### src/rtl/dbg_ack_pkg.sv
package dbg_ack_pkg;

   typedef enum logic [1:0] {
      ACK_IDLE = 2'd0,
      ACK_WAIT = 2'd1,
      ACK_LOW  = 2'd2,
      ACK_SPD  = 2'd3
   } ack_state_e;

endpackage

### src/rtl/dbg_ack_delay.sv
module dbg_ack_delay #(
   parameter int unsigned DLY = 32
) (
   input  logic clk,
   input  logic rst_n,
   input  logic start,
   input  logic tick,
   output logic done
);

   localparam int unsigned W = $clog2(DLY + 1);
   localparam logic [W-1:0] LIMIT = W'(DLY);

   generate
      if (DLY < 1) begin : g_bad_dly
         $error("dbg_ack_delay: DLY must be at least 1");
      end
   endgenerate

   logic [W-1:0] cnt;

   always_ff @(posedge clk or negedge rst_n) begin
      if (!rst_n) begin
         cnt <= LIMIT;
      end else if (start) begin
         cnt <= '0;
      end else if (tick && (cnt != LIMIT)) begin
         cnt <= cnt + 1'b1;
      end
   end

   assign done = (cnt == LIMIT);

   AST_DLY_RESTART: assert property (@(posedge clk) disable iff (!rst_n)
      start |=> !done) else $error("delay not restarted");

endmodule

### src/rtl/dbg_ack_acc_watch.sv
module dbg_ack_acc_watch #(
   parameter int unsigned TMO = 512
) (
   input  logic clk,
   input  logic rst_n,
   input  logic arm,
   input  logic grant,
   input  logic cancel,
   output logic pend,
   output logic expire
);

   localparam int unsigned W = $clog2(TMO);
   localparam logic [W-1:0] LAST = W'(TMO - 1);

   generate
      if (TMO < 2) begin : g_bad_tmo
         $error("dbg_ack_acc_watch: TMO must be at least 2");
      end
   endgenerate

   logic [W-1:0] cnt;

   assign expire = pend && !grant && !cancel && (cnt == LAST);

   always_ff @(posedge clk or negedge rst_n) begin
      if (!rst_n) begin
         pend <= 1'b0;
         cnt  <= '0;
      end else if (arm) begin
         pend <= 1'b1;
         cnt  <= '0;
      end else if (pend) begin
         if (cancel || grant || expire) begin
            pend <= 1'b0;
         end else begin
            cnt <= cnt + 1'b1;
         end
      end
   end

   AST_EXPIRE_DROPS_REQ: assert property (@(posedge clk) disable iff (!rst_n)
      expire |=> !pend) else $error("request not dropped on timeout");

   AST_GRANT_ENDS_WAIT: assert property (@(posedge clk) disable iff (!rst_n)
      (pend && grant && !arm) |=> !pend) else $error("grant ignored");

endmodule

### src/rtl/dbg_ack_gen.sv
module dbg_ack_gen #(
   parameter int unsigned MIN_DLY  = 32,
   parameter int unsigned LEN_NORM = 16,
   parameter int unsigned LEN_LONG = 64,
   parameter int unsigned ACC_TMO  = 512
) (
   input  logic clk,
   input  logic rst_n,
   input  logic si_tick,
   input  logic cmd_done,
   input  logic cmd_with_status,
   input  logic ack_en,
   input  logic cmd_err,
   input  logic acc_req,
   input  logic acc_grant,
   input  logic lp_entry,
   input  logic dbg_en,
   input  logic abort,
   input  logic noresp_clr,
   output logic line_pull_low,
   output logic line_drive_high,
   output logic noresp_flag
);

   import dbg_ack_pkg::*;

   localparam int unsigned PW = $clog2(LEN_LONG);
   localparam logic [PW-1:0] NORM_LAST = PW'(LEN_NORM - 1);
   localparam logic [PW-1:0] LONG_LAST = PW'(LEN_LONG - 1);

   generate
      if (LEN_NORM < 1 || LEN_LONG <= LEN_NORM) begin : g_bad_len
         $error("dbg_ack_gen: need 1 <= LEN_NORM < LEN_LONG");
      end
   endgenerate

   ack_state_e state;
   logic [PW-1:0] pcnt;
   logic ack_q, err_q, long_q, lp_pend;
   logic accept, dly_done, acc_pend, acc_expire, go, start_pulse;
   logic [PW-1:0] len_last;

   assign accept      = (state == ACK_IDLE) && cmd_done && !abort;
   assign go          = (state == ACK_WAIT) && dly_done && !acc_pend && !abort;
   assign start_pulse = go && ack_q;
   assign len_last    = long_q ? LONG_LAST : NORM_LAST;

   dbg_ack_delay #(.DLY(MIN_DLY)) i_delay (
      .clk   (clk),
      .rst_n (rst_n),
      .start (accept),
      .tick  (si_tick),
      .done  (dly_done)
   );

   dbg_ack_acc_watch #(.TMO(ACC_TMO)) i_watch (
      .clk    (clk),
      .rst_n  (rst_n),
      .arm    (accept && acc_req),
      .grant  (acc_grant),
      .cancel (abort),
      .pend   (acc_pend),
      .expire (acc_expire)
   );

   always_ff @(posedge clk or negedge rst_n) begin
      if (!rst_n) begin
         state  <= ACK_IDLE;
         pcnt   <= '0;
         ack_q  <= 1'b0;
         err_q  <= 1'b0;
         long_q <= 1'b0;
      end else if (abort) begin
         state <= ACK_IDLE;
      end else begin
         unique case (state)
            ACK_IDLE: begin
               if (cmd_done) begin
                  state <= ACK_WAIT;
                  ack_q <= ack_en && !cmd_with_status;
                  err_q <= cmd_err;
               end
            end
            ACK_WAIT: begin
               if (acc_expire) begin
                  err_q <= 1'b1;
               end
               if (go) begin
                  if (ack_q) begin
                     state  <= ACK_LOW;
                     long_q <= err_q || lp_pend;
                     pcnt   <= '0;
                  end else begin
                     state <= ACK_IDLE;
                  end
               end
            end
            ACK_LOW: begin
               if (si_tick) begin
                  if (pcnt == len_last) begin
                     state <= ACK_SPD;
                  end else begin
                     pcnt <= pcnt + 1'b1;
                  end
               end
            end
            ACK_SPD: begin
               if (si_tick) begin
                  state <= ACK_IDLE;
               end
            end
            default: state <= ACK_IDLE;
         endcase
      end
   end

   always_ff @(posedge clk or negedge rst_n) begin
      if (!rst_n) begin
         lp_pend <= 1'b0;
      end else if (lp_entry && dbg_en) begin
         lp_pend <= 1'b1;
      end else if (start_pulse) begin
         lp_pend <= 1'b0;
      end
   end

   always_ff @(posedge clk or negedge rst_n) begin
      if (!rst_n) begin
         noresp_flag <= 1'b0;
      end else if (acc_expire) begin
         noresp_flag <= 1'b1;
      end else if (noresp_clr) begin
         noresp_flag <= 1'b0;
      end
   end

   assign line_pull_low   = (state == ACK_LOW);
   assign line_drive_high = (state == ACK_SPD);

   AST_NOT_EARLY: assert property (@(posedge clk) disable iff (!rst_n)
      $rose(line_pull_low) |-> dly_done) else $error("ack too early");

   AST_NOT_WHILE_ACCESS: assert property (@(posedge clk) disable iff (!rst_n)
      $rose(line_pull_low) |-> !acc_pend) else $error("ack before grant");

   AST_SPEEDUP_ONE_TICK: assert property (@(posedge clk) disable iff (!rst_n)
      (line_drive_high && si_tick && !abort) |=> !line_drive_high && !line_pull_low) else $error("speedup too long");

   AST_NORESP_STICKY: assert property (@(posedge clk) disable iff (!rst_n)
      (noresp_flag && !noresp_clr) |=> noresp_flag) else $error("noresp lost");

   AST_ABORT_RELEASES: assert property (@(posedge clk) disable iff (!rst_n)
      abort |=> !line_pull_low && !line_drive_high) else $error("abort ignored");

endmodule

### config.mk
export PLATFORM = sky130hd
export DESIGN_NAME = dbg_ack_gen
export DESIGN_NICKNAME = d
export VERILOG_FILES = /design/src/rtl/dbg_ack_pkg.sv /design/src/rtl/dbg_ack_delay.sv /design/src/rtl/dbg_ack_acc_watch.sv /design/src/rtl/dbg_ack_gen.sv
export SDC_FILE = /design/constraint.sdc
export NUM_CORES = 1
export LEC_CHECK = 0
export ABC_AREA = 1
export BUFFER_PORTS_ARGS = -buffer_cell sky130_fd_sc_hd__clkbuf_2
export CAP_MARGIN = 0
export CELL_PAD_IN_SITES_DETAIL_PLACEMENT = 0
export CELL_PAD_IN_SITES_GLOBAL_PLACEMENT = 2
export CORE_MARGIN = 4
export CORE_UTILIZATION = 30
export CTS_CLUSTER_DIAMETER = 40
export DETAILED_ROUTE_END_ITERATION = 10
export GPL_ROUTABILITY_DRIVEN = 0
export PLACE_DENSITY_LB_ADDON = 0.1
export SLEW_MARGIN = 10
export SYNTH_ARGS = -nofsm -noshare
export SYNTH_HDL_FRONTEND = slang
export SYNTH_HIERARCHICAL = 1
export SYNTH_SLANG_ARGS = --single-unit
### constraint.sdc
create_clock -name clk -period 3.1 [get_ports clk]
set_clock_uncertainty 0.1 [all_clocks]
set_input_delay 0.155 -clock clk [delete_from_list [all_inputs] [get_ports clk]]
set_output_delay 0.155 -clock clk [all_outputs]
set_load 0.05 [all_outputs]
==> results_tabular.tex <==
\begin{tabular}{lr}
\hline
Metric & Value \\
\hline
\multicolumn{2}{l}{\textbf{Final layout}} \\
Combined area of the multi-input logic cells & 888 um2 \\
Design Area, Final & 0.00205 mm2 \\
FF/Latch Area & 727 um2 \\
Area growth from synthesis to layout & 14.4\% \\
Diode count & 0 \\
Number of inserted filler cells in the final layout & 600 \\
Net count of the finished layout & 270 \\
Share of cells above drive strength 1 & 0.233 \\
Final core area utilization & 0.363 \\
\multicolumn{2}{l}{\textbf{Pwr}} \\
Proportion of power drawn by flip-flops and latches & 0.435 \\
Power share of the combinational group & 0.314 \\
Share of power burned in the clock network & 0.250 \\
Net load switching power & 0.000480 W \\
Lkg Pwr & 1.00 nW \\
Switching share of power & 0.398 \\
Internal power consumption & 0.000727 W \\
Maximum resistive drop on vdd & 223 uV \\
Power per unit of standard cell area & 590 mW/mm2 \\
\multicolumn{2}{l}{\textbf{Timing}} \\
Unrepaired setup endpoints after global routing & no \\
Worst-case headroom to the max-slew limit & 0.492 \\
Slew at the pin closest to its max-slew limit & 763 ps \\
Final number of hold-violating endpoints & 0 \\
Tcrit/Tclk final & 0.661 \\
Final Critical Period & 2050 ps \\
Final Slew Violations & 0 \\
Fmax & 0.488 GHz \\
Setup slack of the critical path after layout & 1050 ps \\
Setup TNS Final & 0 ps \\
\# setup viols final & 0 \\
\multicolumn{2}{l}{\textbf{Placed design}} \\
Total placed instance area & 0.00193 mm2 \\
Post-detailed-placement half-perimeter wirelength & 2820 um \\
\# port buffers & 15 \\
Post-Place Setup Slack & 1030 ps \\
\multicolumn{2}{l}{\textbf{Synthesis}} \\
Portion of the post-synthesis area used by sequential elements & 0.406 \\
Most common flop cell mapped by yosys & sky130\_fd\_sc\_hd\_\_dfrtp\_1 \\
Synthesized instance count & 229 \\
Cell types occupying the most area after synthesis & sky130\_fd\_sc\_hd\_\_dfrtp\_1 39\%, sky130\_fd\_sc\_hd\_\_nand2\_1 13\%, sky130\_fd\_sc\_hd\_\_nand3\_1 6.1\%, sky130\_fd\_sc\_hd\_\_inv\_1 6.1\%, sky130\_fd\_sc\_hd\_\_nor2\_4 3.8\% \\
FFs w/ async S/R, synth & 1.00 \\
Number of nets produced by synthesis & 247 \\
Most area-hungry cell type in the Yosys netlist & sky130\_fd\_sc\_hd\_\_dfrtp\_1 \\
Library cells used by synthesis & 28 \\
Total of warnings raised by yosys & 6 \\
Leading post-synthesis cells by instance count & 61 x sky130\_fd\_sc\_hd\_\_nand2\_1, 29 x sky130\_fd\_sc\_hd\_\_inv\_1, 28 x sky130\_fd\_sc\_hd\_\_dfrtp\_1, 22 x sky130\_fd\_sc\_hd\_\_nand3\_1, 12 x sky130\_fd\_sc\_hd\_\_nor2\_1 \\
Flop and latch count out of synthesis & 29 \\
Count of flip-flops with a built-in enable after synthesis & 0 \\
Post-Synthesis Mean Instance Area & 7.82 um2 \\
Most instantiated library cell after synthesis & sky130\_fd\_sc\_hd\_\_nand2\_1 \\
Netlist area before placement & 0.00179 mm2 \\
Top-area cell type share of the netlist area & 0.391 \\
\multicolumn{2}{l}{\textbf{Worst hold path}} \\
Classification of the worst-slack hold path & in2reg \\
Worst hold path cell count & 3 \\
Endpoint of the worst hold path & ack\_q \\
Origin of the worst min-delay path & ack\_en \\
\multicolumn{2}{l}{\textbf{Routing}} \\
Number of vias per cell & 4.52 \\
Remaining DRCs & 0 \\
Number of vias in the routed layout & 1468 \\
Routed wire length & 3810 um \\
Iteration count of the initial detailed-routing pass & 6 \\
Average wire per cell in the routed design & 11.7 um \\
Post-route antenna net violation count & 0 \\
Initial DRC Count & 31 \\
\multicolumn{2}{l}{\textbf{Worst setup path}} \\
Biggest fanout along the worst timing path & 5 \\
Reg-to-Reg End & err\_q \\
Startpoint of the worst register-to-register path & i\_watch/cnt[1] \\
Critical path data arrival time & 2110 ps \\
Setup slack, reg-to-reg & 1050 ps \\
Critical path startpoint category & flop \\
Worst path required time & 3160 ps \\
Number of cells on the worst reg-to-reg path & 9 \\
WS Path Type & reg2reg \\
Element type at the critical path end & flop \\
\multicolumn{2}{l}{\textbf{Clocking}} \\
Skew-Pair Late Insertion Delay & 280 ps \\
Root buf cell & sky130\_fd\_sc\_hd\_\_clkbuf\_8 \\
CTS tree & yes \\
Clock slew at reported path FFs & 60 ps \\
Post-CTS setup-driven buffer insertion count & 0 \\
Count of cells resized by post-cts repair & 0 \\
TritonCTS Buffers & 5 \\
Number of buffers between clock root and the deepest sink & 2 \\
Depth of the CTS H-tree & 2 \\
Num Clock Sinks & 29 \\
\multicolumn{2}{l}{\textbf{Floorplanning}} \\
Die X-Extent & 85.3 um \\
Total Die Area & 0.00727 mm2 \\
Core ar. & 0.00564 mm2 \\
Die Y & 85.3 um \\
Top-level port count & 16 \\
Effective utilization at floorplan & 0.317 \\
Number of placement rows & 27 \\
\multicolumn{2}{l}{\textbf{GRT}} \\
Total GRT Usage & 0.117 \\
Global-route wire length before repair & 6820 um \\
Pin count of the biggest net entering global routing & 30 \\
Initial antenna violation count & 0 \\
Number of global-route vias before repair & 1481 \\
GRT Residual Overflow & 0 \\
\multicolumn{2}{l}{\textbf{Outcome}} \\
Outcome & completed \\
\multicolumn{2}{l}{\textbf{Run}} \\
Number of maximum-capacitance violations & 0 \\
\hline
\end{tabular}
## worst max-delay path: stages (launching register included)
cell	delay, ps
sky130_fd_sc_hd__dfrtp_1	400
sky130_fd_sc_hd__ha_1	290
sky130_fd_sc_hd__nand4_1	160
sky130_fd_sc_hd__nor3_1	190
sky130_fd_sc_hd__ha_1	240
sky130_fd_sc_hd__inv_1	50
sky130_fd_sc_hd__nor2_1	190
sky130_fd_sc_hd__o2111ai_1	170
sky130_fd_sc_hd__nand2_1	70
sky130_fd_sc_hd__o21ai_0	70
## repair_timing
item,CTS,global route
hold endpoints to repair,30,0
setup endpoints to repair,0,0
hold buffers,4,0
## state kept, by name, summed over array words and instances, names as in the netlist
| register | cells |
|---|---|
| ack_q | 1 |
| err_q | 1 |
| i_delay/cnt | 6 |
| i_watch/cnt | 9 |
| i_watch/pend | 1 |
| long_q | 1 |
| lp_pend | 1 |
| noresp_flag | 1 |
| pcnt | 6 |
| state | 2 |
## how the worst max path moves through the flow
stage | slack, ps | startpoint | to | depth (start not counted)
after floorplan | 1370 | i_watch/cnt[1] | err_q | 9
after global routing | 860 | i_watch/cnt[1] | err_q | 8
after CTS | 1020 | i_watch/cnt[1] | err_q | 9
final | 1050 | i_watch/cnt[1] | err_q | 9
after global placement | 1030 | i_watch/cnt[1] | err_q | 9
after detailed placement | 1030 | i_watch/cnt[1] | err_q | 9
## logic make-up (layout without fill, tap and decap cells)
| kind of cell | count (synthesis) | count (layout) | share of synthesized area |
|---|---|---|---|
| flops | 29 | 29 | 0.406 |
| simple gates | 131 | 131 | 0.368 |
| buf+inv | 38 | 62 | 0.0978 |
| xor+xnor | 2 | 2 | 0.00979 |
| compound gates | 24 | 24 | 0.0832 |
| fa+ha+maj | 5 | 5 | 0.0349 |
## cells in the final DEF (no fill, tap or decap), types with 6 or more instances in the layout
cell and n:
sky130_fd_sc_hd__o21ai_1 8, sky130_fd_sc_hd__inv_1 29, sky130_fd_sc_hd__nand4_1 9, sky130_fd_sc_hd__nand2_2 6, sky130_fd_sc_hd__nand2_1 61, sky130_fd_sc_hd__nor2_1 12, sky130_fd_sc_hd__dfrtp_1 28, sky130_fd_sc_hd__nor2_4 6
sky130_fd_sc_hd__nand3_1 22, sky130_fd_sc_hd__clkbuf_2 15
## cell type report
cell class,instances,area share
Clock buffer,6,0.0354
Clock inverter,2,0.00489
Inverter,35,0.0709
Multi-Input combinational cell,162,0.434
Sequential cell,29,0.355
Tap cell,72,0.0440
Timing Repair Buffer,19,0.0562
## layer usage
metal | global-route usage | up-vias | routed length [um] | part of all wire
met2 | 0.184 | 19 | 1710 | 0.45
met4 | 0.0432 | 0 | 42 | 0.011
met5 | 0 | - | 0 | 0
li1 | - | 778 | - | -
met1 | 0.153 | 667 | 1910 | 0.50
met3 | 0.0311 | 4 | 141 | 0.037
## power groups by stage
stage	registers, W	clock network (W)	logic [W]
finish	0.000526	0.000302	0.000380
global route	0.000542	0.000336	0.000440
CTS	0.000526	0.000324	0.000389
detailed placement	0.000533	0	0.000383
global placement	0.000534	0	0.000393
floorplan	0.000515	0	0.000311
## metrics by stage
stage	total power (W)	cells	hold slack, ps
finish	0.00121	325	24.2
global route	0.00132	325	23.5
CTS	0.00124	325	16.0
detailed placement	0.000917	313	178
global placement	0.000926	313	185
floorplan	0.000826	229	-241
No activity file was read; power rests on OpenSTA's default activity.
